File: src/rtl/buck_seq_pkg.sv
package buck_seq_pkg;

    localparam int ILIM_W_P = 3;

    typedef enum logic [2:0] {
        ST_BYPASS = 3'd0,
        ST_RAMP   = 3'd1,
        ST_RUN    = 3'd2,
        ST_OPEN   = 3'd3,
        ST_WAKE   = 3'd4
    } seq_state_t;

    typedef enum logic [1:0] {
        DRV_BYPASS = 2'd0,
        DRV_SWITCH = 2'd1,
        DRV_OPEN   = 2'd2
    } drv_mode_t;

    localparam logic [1:0] ADDR_CTRL = 2'd0;
    localparam logic [1:0] ADDR_VOLT = 2'd1;
    localparam logic [1:0] ADDR_STAT = 2'd2;
    localparam logic [1:0] ADDR_CLR  = 2'd3;

    function automatic drv_mode_t mode_of(seq_state_t s);
        case (s)
            ST_RAMP, ST_RUN, ST_WAKE: mode_of = DRV_SWITCH;
            ST_OPEN:                  mode_of = DRV_OPEN;
            default:                  mode_of = DRV_BYPASS;
        endcase
    endfunction

endpackage

File: src/rtl/buck_seq_regs.sv
module buck_seq_regs
    import buck_seq_pkg::*;
#(
    parameter int DATA_W   = 8,
    parameter int ADDR_W   = 2,
    parameter int VCODE_W  = 4,
    parameter int ILIM_W   = ILIM_W_P,
    parameter int ILIM_RST = 7
) (
    input  logic               clk,
    input  logic               rst,
    input  logic               stby_wake,
    input  logic               reg_wr,
    input  logic [ADDR_W-1:0]  reg_addr,
    input  logic [DATA_W-1:0]  reg_wdata,
    input  logic [VCODE_W-1:0] trim_code,
    input  logic               force_byp,
    input  logic               st_ready,
    input  logic               st_bypass,
    input  logic               st_flag,
    input  seq_state_t         st_state,
    output logic               ctrl_en,
    output logic               ctrl_bor_cfg,
    output logic               ctrl_irq_en,
    output logic [ILIM_W-1:0]  ctrl_ilim,
    output logic [VCODE_W-1:0] vcode,
    output logic               clr_hit,
    output logic [DATA_W-1:0]  reg_rdata
);
    localparam int ILIM_LSB = 4;

    logic wr_ctrl, wr_volt;

    assign wr_ctrl = reg_wr && (reg_addr == ADDR_W'(ADDR_CTRL));
    assign wr_volt = reg_wr && (reg_addr == ADDR_W'(ADDR_VOLT));
    assign clr_hit = reg_wr && (reg_addr == ADDR_W'(ADDR_CLR)) && reg_wdata[0];

    // Control fields: only a power-on reset touches them
    always_ff @(posedge clk) begin
        if (rst) begin
            ctrl_en      <= 1'b0;
            ctrl_bor_cfg <= 1'b0;
            ctrl_irq_en  <= 1'b0;
            ctrl_ilim    <= ILIM_W'(ILIM_RST);
        end else begin
            if (wr_ctrl) begin
                ctrl_bor_cfg <= reg_wdata[1];
                ctrl_irq_en  <= reg_wdata[2];
                ctrl_ilim    <= reg_wdata[ILIM_LSB +: ILIM_W];
            end
            if (force_byp)
                ctrl_en <= 1'b0;
            else if (wr_ctrl)
                ctrl_en <= reg_wdata[0];
        end
    end

    // Voltage code: reloaded from trim on both kinds of reset
    always_ff @(posedge clk) begin
        if (rst || stby_wake)
            vcode <= trim_code;
        else if (wr_volt)
            vcode <= reg_wdata[VCODE_W-1:0];
    end

    always_comb begin
        reg_rdata = '0;
        case (reg_addr)
            ADDR_W'(ADDR_CTRL): begin
                reg_rdata[0] = ctrl_en;
                reg_rdata[1] = ctrl_bor_cfg;
                reg_rdata[2] = ctrl_irq_en;
                reg_rdata[ILIM_LSB +: ILIM_W] = ctrl_ilim;
            end
            ADDR_W'(ADDR_VOLT): reg_rdata[VCODE_W-1:0] = vcode;
            ADDR_W'(ADDR_STAT): begin
                reg_rdata[0]     = st_ready;
                reg_rdata[1]     = st_bypass;
                reg_rdata[2]     = st_flag;
                reg_rdata[6:4]   = st_state;
            end
            default: reg_rdata = '0;
        endcase
    end
endmodule

File: src/rtl/buck_seq_fsm.sv
module buck_seq_fsm
    import buck_seq_pkg::*;
(
    input  logic       clk,
    input  logic       rst,
    input  logic       stby_wake,
    input  logic       en,
    input  logic       bor_high,
    input  logic       bor_cfg,
    input  logic       lp_enter,
    input  logic       lp_exit,
    input  logic       vmin_ok,
    input  logic       vtgt_ok,
    output seq_state_t state,
    output logic       force_byp,
    output logic       state_chg
);
    seq_state_t nxt;

    assign force_byp = bor_high && bor_cfg && en;

    always_comb begin
        nxt = state;
        if (force_byp || !en) begin
            nxt = ST_BYPASS;
        end else begin
            case (state)
                ST_BYPASS: nxt = ST_RAMP;
                ST_RAMP:   if (vtgt_ok)  nxt = ST_RUN;
                ST_RUN:    if (lp_enter) nxt = ST_OPEN;
                ST_OPEN:   if (lp_exit)  nxt = ST_WAKE;
                ST_WAKE:   if (vmin_ok)  nxt = ST_RUN;
                default:   nxt = ST_BYPASS;
            endcase
        end
    end

    always_ff @(posedge clk) begin
        if (rst) begin
            state     <= ST_BYPASS;
            state_chg <= 1'b0;
        end else if (stby_wake) begin
            state     <= ST_BYPASS;
            state_chg <= (state != ST_BYPASS);
        end else begin
            state     <= nxt;
            state_chg <= (nxt != state);
        end
    end
endmodule

File: src/rtl/buck_seq_flag.sv
module buck_seq_flag (
    input  logic clk,
    input  logic rst,
    input  logic set_evt,
    input  logic clr_evt,
    input  logic bor_high,
    input  logic bor_cfg,
    input  logic irq_en,
    output logic flag,
    output logic irq,
    output logic rst_req
);
    always_ff @(posedge clk) begin
        if (rst) begin
            flag    <= 1'b0;
            rst_req <= 1'b0;
        end else begin
            if (set_evt)
                flag <= 1'b1;
            else if (clr_evt)
                flag <= 1'b0;
            rst_req <= bor_high && !bor_cfg;
        end
    end

    assign irq = flag && irq_en;
endmodule

File: src/rtl/buck_mode_seq.sv
module buck_mode_seq
    import buck_seq_pkg::*;
#(
    parameter int DATA_W   = 8,
    parameter int ADDR_W   = 2,
    parameter int VCODE_W  = 4,
    parameter int ILIM_W   = ILIM_W_P,
    parameter int ILIM_RST = 7
) (
    input  logic               clk,
    input  logic               rst,
    input  logic               stby_wake,
    input  logic               bor_high,
    input  logic               lp_enter,
    input  logic               lp_exit,
    input  logic               vmin_ok,
    input  logic               vtgt_ok,
    input  logic [VCODE_W-1:0] trim_code,
    input  logic               reg_wr,
    input  logic [ADDR_W-1:0]  reg_addr,
    input  logic [DATA_W-1:0]  reg_wdata,
    output logic [DATA_W-1:0]  reg_rdata,
    output logic [1:0]         drv_mode,
    output logic               ready,
    output logic               bypass,
    output logic               fb_flag,
    output logic               irq,
    output logic               rst_req,
    output logic               cpu_release,
    output logic               state_chg,
    output logic [VCODE_W-1:0] vcode,
    output logic [ILIM_W-1:0]  ilim
);
    seq_state_t state;
    logic ctrl_en, ctrl_bor_cfg, ctrl_irq_en;
    logic force_byp, clr_hit;

    buck_seq_fsm u_fsm (
        .clk       (clk),
        .rst       (rst),
        .stby_wake (stby_wake),
        .en        (ctrl_en),
        .bor_high  (bor_high),
        .bor_cfg   (ctrl_bor_cfg),
        .lp_enter  (lp_enter),
        .lp_exit   (lp_exit),
        .vmin_ok   (vmin_ok),
        .vtgt_ok   (vtgt_ok),
        .state     (state),
        .force_byp (force_byp),
        .state_chg (state_chg)
    );

    buck_seq_flag u_flag (
        .clk      (clk),
        .rst      (rst),
        .set_evt  (force_byp),
        .clr_evt  (clr_hit),
        .bor_high (bor_high),
        .bor_cfg  (ctrl_bor_cfg),
        .irq_en   (ctrl_irq_en),
        .flag     (fb_flag),
        .irq      (irq),
        .rst_req  (rst_req)
    );

    buck_seq_regs #(
        .DATA_W   (DATA_W),
        .ADDR_W   (ADDR_W),
        .VCODE_W  (VCODE_W),
        .ILIM_W   (ILIM_W),
        .ILIM_RST (ILIM_RST)
    ) u_regs (
        .clk          (clk),
        .rst          (rst),
        .stby_wake    (stby_wake),
        .reg_wr       (reg_wr),
        .reg_addr     (reg_addr),
        .reg_wdata    (reg_wdata),
        .trim_code    (trim_code),
        .force_byp    (force_byp),
        .st_ready     (ready),
        .st_bypass    (bypass),
        .st_flag      (fb_flag),
        .st_state     (state),
        .ctrl_en      (ctrl_en),
        .ctrl_bor_cfg (ctrl_bor_cfg),
        .ctrl_irq_en  (ctrl_irq_en),
        .ctrl_ilim    (ilim),
        .vcode        (vcode),
        .clr_hit      (clr_hit),
        .reg_rdata    (reg_rdata)
    );

    assign drv_mode    = mode_of(state);
    assign ready       = (state == ST_RUN);
    assign bypass      = (state == ST_BYPASS);
    assign cpu_release = !((state == ST_OPEN) || (state == ST_WAKE));
endmodule

File: config.mk
export PLATFORM = sky130hd
export DESIGN_NAME = buck_mode_seq
export DESIGN_NICKNAME = d
export VERILOG_FILES = /design/src/rtl/buck_seq_pkg.sv /design/src/rtl/buck_seq_regs.sv /design/src/rtl/buck_seq_fsm.sv /design/src/rtl/buck_seq_flag.sv /design/src/rtl/buck_mode_seq.sv
export SDC_FILE = /design/constraint.sdc
export NUM_CORES = 1
export LEC_CHECK = 0
export BUFFER_PORTS_ARGS = -buffer_cell sky130_fd_sc_hd__buf_2
export CAP_MARGIN = 25
export CORE_UTILIZATION = 48
export DETAILED_ROUTE_END_ITERATION = 10
export PLACE_DENSITY = 0.9
export SYNTH_ARGS = -nofsm -noshare
export SYNTH_HDL_FRONTEND = slang
export SYNTH_SLANG_ARGS = --single-unit
File: constraint.sdc
create_clock -name clk -period 3.4 [get_ports clk]
set_input_delay 0.17 -clock clk [delete_from_list [all_inputs] [get_ports clk]]
set_output_delay 0.17 -clock clk [all_outputs]
set_load 0.005 [all_outputs]
# Yosys cells after proc, flatten, opt, wreduce, memory -nomap -nowiden

Index checks and enable logic that the tools add are counted.

Eq/ne operators: 8
Mux-type cells: 15
Reduce and logical (&&, ||, !) cells: 22

Operators with widths:

| kind                                                | count |
|---|---|
| 2-to-1 mux 3 bit                                    | 5 |
| case mux 3 bit (5 select lines)                     | 1 |
| case mux 3 bit (3 select lines)                     | 1 |
| logical AND 1 bit                                   | 8 |
| 2-to-1 mux 4 bit                                    | 2 |
| equality test 3 x 2 -> 1 bit, second input constant | 2 |
| case mux 3 bit (2 select lines)                     | 1 |
| equality test 2 bit, second input constant          | 2 |
| 2-to-1 mux 1 bit                                    | 4 |
| case mux 2 bit (2 select lines)                     | 1 |
| nonzero test 2 bit                                  | 2 |
| OR reduction 2 bit                                  | 2 |
| equality test 3 x 1 -> 1 bit, second input constant | 1 |
| equality test 3 bit, second input constant          | 1 |
| logical NOT 1 bit                                   | 3 |
| logical NOT 3 bit                                   | 1 |
| logical OR 1 bit                                    | 3 |
| != test 3 bit                                       | 1 |
| nonzero test 3 bit                                  | 1 |
| OR reduction 3 bit                                  | 1 |
| equality test 2 x 1 -> 1 bit, second input constant | 1 |
| logical NOT 2 bit                                   | 1 |

Flip-flop bits (word level): 16
Input port bits: 23
Output and inout port bits: 24
Logic and storage cells: 54

# Longest topological paths before layout

Gate-level depths: netlist of the first run.

Word-level depth: 6
Depth in mapped cells: 5
Gate-level depth less buffers: 4

# Modules after synthesis

A second synthesis of the first run with hierarchy kept.

Cell total of the unflattened synthesis: 110
Area total of the unflattened synthesis: 1,034.7 µm²

By module, submodules not included:

| module        | times used | cells an instance | area each (µm²) | seq. area each (µm²) |
|---|---|---|---|---|
| buck_seq_regs | 1          | 57                | 599.3           | 240.2 |
| buck_seq_fsm  | 1          | 39                | 304.0           | 80.1 |
| buck_seq_flag | 1          | 7                 | 72.6            | 40.0 |
| buck_mode_seq | 1          | 7                 | 58.8            | 0.0 |

# Worst setup path before layout of the first run

No wires, ideal clock.

Kind: in2reg
From: input rst
To: register u_regs.vcode[0], data pin
Library setup time: 260 ps
Arrival time: 1,025 ps
Data required time: 3,140 ps
Slack: 2,115 ps
Cell stages on the path: 3
Buffers on the path: 1
Path through: clkbuf_1 -> nor2_1 -> mux2_2

Word-level cells in the longest chain between the ends: 2

RTL lines:

| element                | line                | RTL |
|---|---|---|
| start: declaration     | buck_mode_seq.sv:11 | `input logic rst,` |
| logical OR 1 bit       | buck_seq_regs.sv:60 | `if (rst \|\| stby_wake)` |
| 2-to-1 mux 4 bit       | buck_seq_regs.sv:60 |  |
| end signal: assignment | buck_seq_regs.sv:61 | `vcode <= trim_code;` |
| end signal: assignment | buck_seq_regs.sv:63 | `vcode <= reg_wdata[VCODE_W-1:0];` |
| end: declaration       | buck_seq_regs.sv:26 | `output logic [VCODE_W-1:0] vcode,` |

Every way passes these cells.
A chain may end at the register's enable or synchronous reset.

# Worst setup path after layout of the first run

From: register u_fsm.state[1]
To: register u_fsm.state_chg

Word-level cells in the longest chain between the ends: 5
Elaborated cells on any way between the ends: 14
Those cells by class: 5 x eq/ne; 7 x mux; 2 x reduce/logical

RTL lines:

| element                                     | line               | RTL |
|---|---|---|
| start: declaration                          | buck_seq_fsm.sv:14 | `output seq_state_t state,` |
| start signal: assignment                    | buck_seq_fsm.sv:46 | `state <= nxt;` |
| equality test 3 bit (tied with other cells) | buck_seq_fsm.sv:27 | `case (state)` |
| case mux 3 bit (5 select lines)             | buck_seq_fsm.sv:27 |  |
| 2-to-1 mux 3 bit                            | buck_seq_fsm.sv:24 | `if (force_byp \|\| !en) begin` |
| != test 3 bit                               | buck_seq_fsm.sv:47 | `state_chg <= (nxt != state);` |
| 2-to-1 mux 1 bit *                          | buck_seq_fsm.sv:42 | `end else if (stby_wake) begin` |
| end signal: assignment                      | buck_seq_fsm.sv:44 | `state_chg <= (state != ST_BYPASS);` |
| end signal: assignment                      | buck_seq_fsm.sv:47 |  |
| end: declaration                            | buck_seq_fsm.sv:16 | `output logic state_chg` |

Every way passes the cells marked *; elsewhere a longest branch is shown, timed or not.

==> out/metrics.json, run 1 <==
{
  "outcome": "finished, final reports clean",
  "global_route.usage.total_pct": 22.5,
  "count_of_buffers_from_port_buffering": 44,
  "detail_route.first_pass.iterations": 4,
  "drc_errors": 0,
  "synthesis.yosys.warnings": 0,
  "via_count": 913,
  "clk_pin_slew_ns": 0.09,
  "arrival_time_of_data_at_the_critical_path_endpoint_ns": 2.02,
  "clock.fmax_mhz": 554,
  "netlist_top_cells_area": "sky130_fd_sc_hd__dfxtp_1 25%, sky130_fd_sc_hd__edfxtp_1 12%, sky130_fd_sc_hd__mux2i_1 11%, sky130_fd_sc_hd__mux2_2 4.6%, sky130_fd_sc_hd__nor2_1 2.7%",
  "worstHoldPathCells": 2,
  "route.met3.wl_um": 145,
  "multiInputGateArea_sq_um": 557,
  "globalRoute.totalOverflow": 0,
  "initial_util_pct": 53.5,
  "slew_headroom_pct": 64.3,
  "cts_tree": "done",
  "grt_setup_unrepaired": "false",
  "synth.ff_latch_count": 16,
  "minimum_clock_period_after_layout_ns": 1.80,
  "instances_no_fill": 163,
  "worstPathMaxFanout": 14,
  "dp_hpwl_um": 1750,
  "synth_fp_nets": 120,
  "finalWeightedCongestion": 0.746,
  "power_mw": 0.384,
  "timing.critical_path.from_type": "flip-flop",
  "route.detailed.wl_per_inst_um": 13.9,
  "post-place-ws_ns": 1.63,
  "total_leakage_power_nw": 0.516,
  "wl_met2_um": 1200,
  "synth_edf_count": 4,
  "pin_count_of_the_biggest_net_entering_global_routing": 15,
  "cts_buffers": 3,
  "area_delta_synth_final_pct": 23.7,
  "ctsRootBufferMaster": "sky130_fd_sc_hd__clkbuf_4",
  "yosys.area.top_type": "sky130_fd_sc_hd__dfxtp_1",
  "timing.setup.tns_ns": 0,
  "detail_route.wirelength_um": 2270,
  "timing.max_cap.violations": 0,
  "final_area_sq_um": 1210,
  "path_class": "reg2reg",
  "die_x_um": 47.1,
  "die_area_sq_um": 2210,
  "synth_top_area_share_pct": 24.6,
  "core.rowCount": 15,
  "synth.yosys.seq_area_share_pct": 37.0,
  "regArea_sq_um": 360,
  "grt_antenna_before_repair": 0,
  "ant_nets": 0,
  "synthesis.area_per_instance_sq_um": 10.0,
  "postCtsSetupRepairBufs": 0,
  "core-area_sq_um": 1820,
  "synthFlopType": "sky130_fd_sc_hd__dfxtp_1",
  "grt_pass1_wl_um": 3410,
  "rr_worst_depth": 4,
  "htree_num_levels": 1,
  "tightest_slew_ns": 0.534,
  "ctsResizeCount": 0,
  "postSynth.asyncResetShare_pct": 0,
  "final-max-slew-violation-count": 0,
  "ctsHoldBuffers": 0,
  "floorplan.io_pins": 47,
  "crit_required_ns": 3.62,
  "cp-end-kind": "flip-flop",
  "wl_met1_um": 905,
  "first_global_vias": 764,
  "clk_latency_worst_skew_pair_ns": 0.29,
  "worst_ir_drop_vdd_mv": 0.282,
  "fillerInstances": 154,
  "clock_sink_count": 16,
  "p_per_area_nw_per_um2": 318,
  "synthDistinctLibCells": 43,
  "timing.hold.worst.class": "in2reg",
  "finish.net_count": 162,
  "syn-cell-area_sq_um": 975,
  "die_height_um": 47.1,
  "final-hold-violation-count": 0,
  "fin_crit_sh_pct": 53.1,
  "fin_ws_ns": 1.60,
  "placedCellCount": 159,
  "highest-signal-layer": "met4",
  "synth_cells": 97,
  "insertedDiodeCount": 0,
  "layout-drive-gt1-share_pct": 42.0,
  "setup_failing_eps_final": 0,
  "cts_buffer_depth": 2,
  "avgViaCountPerCell": 5.60,
  "finClkSkew_ns": 0.00260,
  "drtIter0Drc": 38,
  "post_dp_cell_area_sq_um": 1180
}
cell usage after synthesis (2+ instances only):
| library cell | instances |
|---|---|
| sky130_fd_sc_hd__a211o_1 | 3 |
| sky130_fd_sc_hd__a21oi_1 | 2 |
| sky130_fd_sc_hd__a311oi_1 | 2 |
| sky130_fd_sc_hd__buf_6 | 2 |
| sky130_fd_sc_hd__clkbuf_1 | 3 |
| sky130_fd_sc_hd__dfxtp_1 | 12 |
| sky130_fd_sc_hd__edfxtp_1 | 4 |
| sky130_fd_sc_hd__inv_1 | 2 |
| sky130_fd_sc_hd__mux2_2 | 4 |
| sky130_fd_sc_hd__mux2i_1 | 11 |
| sky130_fd_sc_hd__nand2_1 | 4 |
| sky130_fd_sc_hd__nand3b_1 | 3 |
| sky130_fd_sc_hd__nor2_1 | 7 |
| sky130_fd_sc_hd__nor2b_1 | 3 |
| sky130_fd_sc_hd__nor3_1 | 3 |
| sky130_fd_sc_hd__nor3b_1 | 2 |
| sky130_fd_sc_hd__nor4_1 | 2 |
| sky130_fd_sc_hd__o21ai_0 | 2 |
| sky130_fd_sc_hd__o21ai_1 | 2 |
metrics by stage:
stage,hold slack [ns],util [%]
floorplan,0.288,-
global placement,0.373,64.8
detailed placement,0.378,64.8
CTS,0.0752,66.3
global route,0.0754,66.3
finish,0.0776,66.3
worst max-delay path: stages, from the launching register on:
cell	delay [ns]
sky130_fd_sc_hd__dfxtp_1	0.65
sky130_fd_sc_hd__and4bb_2	0.29
sky130_fd_sc_hd__nor4_1	0.42
sky130_fd_sc_hd__o21ai_0	0.17
sky130_fd_sc_hd__a41oi_2	0.21
kinds of logic (layout without fill, tap and decap cells):
group / count (synthesis) / after routing / synth area share, %
AND/OR/NAND/NOR: 36 / 36 / 24.8
AO/OA/AOI/OAI: 18 / 18 / 15.2
other: 1 / 1 / 0.385
buffers and inverters: 10 / 51 / 5.90
XOR/XNOR: 1 / 1 / 0.899
multiplexers: 15 / 15 / 15.9
flip-flops: 16 / 16 / 37.0
registers in the layout, summed over array words and instances, names as in the netlist:
signal and count:
u_regs.ctrl_irq_en 1, u_regs.vcode 4, u_flag.flag 1, u_regs.ctrl_ilim 3, u_fsm.state_chg 1, u_fsm.state 3
u_regs.ctrl_bor_cfg 1, u_regs.ctrl_en 1, u_flag.rst_req 1
where the power goes:
group / switching (mW) / total, mW / internal (mW)
logic: 0.0330 / 0.0684 / 0.0354
clock network: 0.0607 / 0.103 / 0.0427
registers: 0.00647 / 0.212 / 0.206
per-layer routing:
layer | vias up | global-route usage [%]
li1 | 440 | -
met1 | 423 | 27.8
met2 | 46 | 38.3
met3 | 4 | 5.00
met4 | 0 | 8.57
met5 | - | 0
final timing paths:
| check | to | slack, ns | start |
|---|---|---|---|
| worst max register to register | u_fsm.state_chg | 1.60 | u_fsm.state[1] |
| worst max-delay path | u_fsm.state_chg | 1.60 | u_fsm.state[1] |
| worst min-delay path | u_regs.ctrl_ilim[1] | 0.08 | reg_wdata[5] |
| worst min register to register | u_flag.rst_req | 0.55 | u_regs.ctrl_bor_cfg |
layout make-up:
cell class              count  area share [%]
multi-input cells          71            46.2
clock inverters             1           0.311
repair buffers             44            18.3
clock buffers               3            1.87
flip-flops and latches     16            29.9
well taps                  25            2.59
inverters                   3           0.934
cell usage in the layout (no fill, tap or decap), types with 4 or more instances in the layout:
cell / n
sky130_fd_sc_hd__dfxtp_1: 12
sky130_fd_sc_hd__edfxtp_1: 4
sky130_fd_sc_hd__mux2_2: 4
sky130_fd_sc_hd__nor2_1: 7
sky130_fd_sc_hd__mux2i_1: 11
sky130_fd_sc_hd__nand2_1: 4
sky130_fd_sc_hd__buf_2: 44
(Power assumes the default switching activity.)
==> run 2: changes to the inputs <==
CORE_UTILIZATION = 45   (was 48)
PLACE_DENSITY = 0.85   (was 0.9)
clock period = 1.7 ns   (was 3.4 ns; I/O delays follow)
==> run 2 against run 1 <==
Effect of this change:
- register-to-register slack lost 1.4 ns
- via count shrank 2.4%
- global-route usage shrank 3.3 points
- first-iteration DRC count shrank 97%
- critical path depth is the same
- fmax grew 17%
- sequential power grew 100%
- cell area grew 3.1%
- critical path type unchanged
- largest power group unchanged
- highest routed layer unchanged
==> out/metrics.json, run 2 (synthesis gave the netlist of run 1 again) <==
{
  "minimum_clock_period_after_layout_ns": 1.54,
  "timing.max_cap.violations": 0,
  "clk_latency_worst_skew_pair_ns": 0.28,
  "die_height_um": 48.5,
  "first_global_vias": 832,
  "avgViaCountPerCell": 5.30,
  "drc_errors": 0,
  "setup.reg_to_reg.worst_slack_ns": 0.16,
  "fin_ws_ns": 0.156,
  "placedCellCount": 164,
  "final_area_sq_um": 1240,
  "dp_hpwl_um": 1730,
  "via_count": 891,
  "drtIter0Drc": 1,
  "outcome": "finished, final reports clean",
  "r2r-start": "u_fsm.state[1]",
  "detail_route.wirelength_um": 2210,
  "grt_antenna_before_repair": 0,
  "fillerInstances": 197,
  "postCtsSetupRepairBufs": 0,
  "core-area_sq_um": 2000,
  "route.detailed.wl_per_inst_um": 13.2,
  "crit_required_ns": 1.91,
  "insertedDiodeCount": 0,
  "launch_instance_of_the_worst_min_delay_path": "reg_wdata[5]",
  "worstHoldPathCells": 2,
  "layout-drive-gt1-share_pct": 45.4,
  "final-hold-violation-count": 0,
  "finClkSkew_ns": 0.0109,
  "worst_hold_slack_ns": 0.0124,
  "count_of_buffers_from_port_buffering": 44,
  "worstPathMaxFanout": 10,
  "r2r_end": "u_fsm.state_chg",
  "htree_num_levels": 1,
  "timing.setup.tns_ns": 0,
  "detail_route.first_pass.iterations": 4,
  "core.rowCount": 16,
  "cts_buffer_depth": 2,
  "cts_tree": "done",
  "p_per_area_nw_per_um2": 615,
  "mostFrequentLayoutCells": "44 x sky130_fd_sc_hd__buf_2, 11 x sky130_fd_sc_hd__mux2i_1, 11 x sky130_fd_sc_hd__dfxtp_1",
  "timing.critical_path.from_type": "flip-flop",
  "finalWeightedCongestion": 0.883,
  "area_delta_synth_final_pct": 27.6,
  "layout_commonest_cell": "sky130_fd_sc_hd__buf_2",
  "total_leakage_power_nw": 0.535,
  "clock.fmax_mhz": 648,
  "grt_setup_unrepaired": "false",
  "finalCoreUtilization_pct": 62.1,
  "fin_crit_sh_pct": 90.8,
  "cp-end-kind": "flip-flop",
  "cts_buffers": 3,
  "wp_buf_inv": 0,
  "global_route.usage.total_pct": 19.2,
  "arrival_time_of_data_at_the_critical_path_endpoint_ns": 1.76,
  "rr_worst_depth": 4,
  "final-max-slew-violation-count": 0,
  "largest-register": "u_regs.vcode",
  "timing.critical_path.cells": "and4bb_2, nor4_2, o21ai_0, a41oi_2",
  "ant_nets": 0,
  "path_class": "reg2reg",
  "globalRoute.totalOverflow": 0,
  "finish.net_count": 165,
  "clk_pin_slew_ns": 0.10,
  "clock_sink_count": 16,
  "pin_count_of_the_biggest_net_entering_global_routing": 14,
  "die_area_sq_um": 2360,
  "layout_top_registers": "u_regs.vcode: 4 flops, u_fsm.state: 3 flops, u_regs.ctrl_ilim: 3 flops",
  "post-place-ws_ns": 0.0840,
  "critical_path.max_stage_delay_ns": 0.52,
  "worst_ir_drop_vdd_mv": 0.430,
  "instances_no_fill": 168,
  "crit_family": "simple AND/OR/NAND/NOR gates",
  "grt_pass1_wl_um": 3640,
  "setup_failing_eps_final": 0,
  "timing.hold.worst.class": "in2reg",
  "slowest_stage": "sky130_fd_sc_hd__dfxtp_1",
  "die_x_um": 48.5,
  "post_dp_cell_area_sq_um": 1200,
  "worstHoldEndpoint": "u_regs.ctrl_ilim[1]",
  "initial_util_pct": 48.7,
  "largest_register_ffs": 4,
  "ctsRootBufferMaster": "sky130_fd_sc_hd__clkbuf_4",
  "power_mw": 0.765,
  "floorplan.io_pins": 47
}
[run 2: where the power goes]
group          total [mW]  leakage, nW  internal [mW]  switching [mW]
Sequential          0.424        0.139          0.412          0.0124
Clock               0.203       0.0150         0.0908           0.112
Combinational       0.138        0.380         0.0728          0.0657
Total               0.765        0.535          0.575           0.190
[run 2: how the worst max path moves through the flow]
stage,startpoint,end,slack (ns),cells after the start
3_3_place_gp,u_fsm.state[1],u_fsm.state_chg,0.23,4
3_5_place_dp,u_fsm.state[1],u_fsm.state_chg,0.08,4
5_1_grt,u_fsm.state[1],u_fsm.state_chg,0.02,4
2_1_floorplan,u_fsm.state[1],u_fsm.state_chg,0.42,5
6_report,u_fsm.state[1],u_fsm.state_chg,0.16,4
4_1_cts,u_fsm.state[0],reg_rdata[1],0.06,5
[run 2: timing repair]
action | CTS | global route
endpoints found under the hold margin | 0 | 0
resized for setup | 0 | 3
hold buffers | 0 | 0
endpoints found under the setup margin | 0 | 3
[run 2: per-layer routing]
metal  global-route usage (%)  vias to the layer above  share of wire [%]
met2                     33.3                       32                 49
li1                         -                      445                  -
met4                     5.88                        0                1.1
met3                     3.14                        4                5.9
met5                        0                        -                  0
met1                     24.2                      410                 44
[run 2: area by class of cell]
class / instances / area [sq um] / share of cell area, %
Multi-Input combinational cell: 71 / 568 / 45.7
Timing Repair Buffer: 47 / 243 / 19.5
Sequential cell: 16 / 362 / 29.1
Inverter: 3 / 11.3 / 0.905
Clock buffer: 4 / 26.3 / 2.11
Tap cell: 27 / 33.8 / 2.72
==> run 3: changes to the inputs <==
PLACE_DENSITY = 0.8   (was 0.85)
==> run 3 against run 2 <==
Effect of this change:
- sequential power is essentially flat
- total power grew 1.1%
- critical path type unchanged
- worst hold slack lost 0.010 ns
- utilization grew 0.25 points
- highest routed layer unchanged
- die area is the same
- critical endpoint unchanged
- count of clock-buffer cells in the layout shrank 1
- routed wire length shrank 1.5%
==> out/metrics.json, run 3 (synthesis gave the netlist of run 1 again) <==
{
  "clk_latency_worst_skew_pair_ns": 0.28,
  "pin_count_of_the_biggest_net_entering_global_routing": 14,
  "clock.fmax_mhz": 633,
  "finalWeightedCongestion": 0.861,
  "clk_pin_slew_ns": 0.10,
  "ant_nets": 0,
  "globalRoute.totalOverflow": 0,
  "layout-drive-gt1-share_pct": 43.4,
  "drtIter0Drc": 17,
  "path_class": "reg2reg",
  "finClkSkew_ns": 0.00469,
  "outcome": "finished, final reports clean",
  "crit_required_ns": 1.91,
  "cts_buffers": 3,
  "finish.net_count": 167,
  "detail_route.wirelength_um": 2180,
  "via_count": 922,
  "first_global_vias": 806,
  "fin_ws_ns": 0.119,
  "area_delta_synth_final_pct": 28.1,
  "initial_util_pct": 48.7,
  "dp_hpwl_um": 1650,
  "cts_tree": "done",
  "worstPathMaxFanout": 13,
  "clock_sink_count": 16,
  "detail_route.first_pass.iterations": 4,
  "layout_commonest_cell": "sky130_fd_sc_hd__buf_2",
  "postCtsSetupRepairBufs": 0,
  "timing.critical_path.from_type": "flip-flop",
  "fin_crit_sh_pct": 93.0,
  "insertedDiodeCount": 0,
  "launch_instance_of_the_worst_min_delay_path": "reg_wdata[4]",
  "setup.reg_to_reg.worst_slack_ns": 0.12,
  "mostFrequentLayoutCells": "44 x sky130_fd_sc_hd__buf_2, 12 x sky130_fd_sc_hd__dfxtp_1, 11 x sky130_fd_sc_hd__mux2i_1",
  "final-max-slew-violation-count": 0,
  "core.rowCount": 16,
  "grt_pass1_wl_um": 3440,
  "core-area_sq_um": 2000,
  "route.detailed.wl_per_inst_um": 12.8,
  "r2r-start": "u_fsm.state[2]",
  "timing.hold.worst.class": "in2reg",
  "power_mw": 0.773,
  "minimum_clock_period_after_layout_ns": 1.58,
  "worst_ir_drop_vdd_mv": 0.626,
  "timing.max_cap.violations": 0,
  "post-place-ws_ns": 0.150,
  "largest_register_ffs": 4,
  "r2r_end": "u_fsm.state_chg",
  "setup_failing_eps_final": 0,
  "avgViaCountPerCell": 5.42,
  "worstHoldEndpoint": "u_regs.ctrl_ilim[0]",
  "ctsRootBufferMaster": "sky130_fd_sc_hd__clkbuf_4",
  "rr_worst_depth": 4,
  "htree_num_levels": 1,
  "floorplan.io_pins": 47,
  "total_leakage_power_nw": 0.542,
  "grt_setup_unrepaired": "false",
  "final-hold-violation-count": 0,
  "cts_buffer_depth": 2,
  "worstHoldPathCells": 2,
  "count_of_buffers_from_port_buffering": 44,
  "die_x_um": 48.5,
  "p_per_area_nw_per_um2": 619,
  "largest-register": "u_regs.vcode",
  "cp-end-kind": "flip-flop",
  "arrival_time_of_data_at_the_critical_path_endpoint_ns": 1.80,
  "die_height_um": 48.5,
  "die_area_sq_um": 2360,
  "layout_top_registers": "u_regs.vcode: 4 flops, u_fsm.state: 3 flops, u_regs.ctrl_ilim: 3 flops",
  "timing.setup.tns_ns": 0,
  "drc_errors": 0,
  "grt_antenna_before_repair": 0,
  "global_route.usage.total_pct": 18.6
}
==> run 3: changes by cell type in the layout (fill, tap and decap cells not counted), sizes merged <==
cell | before | now
dlygate4sd3 | 0 | 1
clkinv | 0 | 1
clkbuf | 4 | 3
buf | 47 | 48
==> run 3: worst max-delay path: stages, from the launching register on <==
cell and delay [ns]:
sky130_fd_sc_hd__dfxtp_1 0.58, sky130_fd_sc_hd__and4bb_1 0.24, sky130_fd_sc_hd__nor4_1 0.34, sky130_fd_sc_hd__o21ai_0 0.16, sky130_fd_sc_hd__a41oi_2 0.18
==> run 3: stage by stage <==
stage / cells / util (%) / cell area (sq um) / hold WS, ns
after floorplan: 97 / - / 975 / 0.203
after global placement: 165 / 60.6 / 1210 / 0.286
after detailed placement: 165 / 60.6 / 1210 / 0.292
after CTS: 170 / 62.4 / 1250 / 0.00381
after global routing: 170 / 62.4 / 1250 / 0.00329
final: 170 / 62.4 / 1250 / 0.00216
==> run 3: where the power goes <==
part           internal (mW)  switching, mW
sequential             0.412         0.0123
combinational         0.0741         0.0656
clock                 0.0851          0.125
total                  0.571          0.202
==> run 3: timing repair <==
action | CTS | global route
endpoints found under the hold margin | 1 | 0
hold buffers | 1 | 0
setup endpoints to repair | 0 | 0
resized for setup | 0 | 0
==> run 3: how the worst max path moves through the flow <==
stage | from | to | slack, ns | cells past startpoint
2_1_floorplan | u_fsm.state[1] | u_fsm.state_chg | 0.42 | 5
3_3_place_gp | u_fsm.state[2] | u_fsm.state_chg | 0.19 | 4
3_5_place_dp | u_fsm.state[2] | u_fsm.state_chg | 0.15 | 4
4_1_cts | u_fsm.state[2] | u_fsm.state_chg | 0.12 | 4
5_1_grt | u_fsm.state[2] | u_fsm.state_chg | 0.005 | 4
6_report | u_fsm.state[2] | u_fsm.state_chg | 0.12 | 4
==> run 3: routing by layer <==
layer	wire length, um	track usage (%)	vias to the layer above	share of wire (%)
met1	959	22.4	428	44
met3	114	2.83	2	5.2
met4	21	6.37	0	0.96
met5	0	0	-	0
li1	-	-	454	-
met2	1080	33.6	38	50
==> run 3: final cells by class <==
class	count	area, sq um
fill	185	753
tap	27	33.8
inverter	3	11.3
sequential	16	360
clock inverter	1	3.75
timing repair buffer	49	260
multi-input combinational	71	557
clock buffer	3	22.5
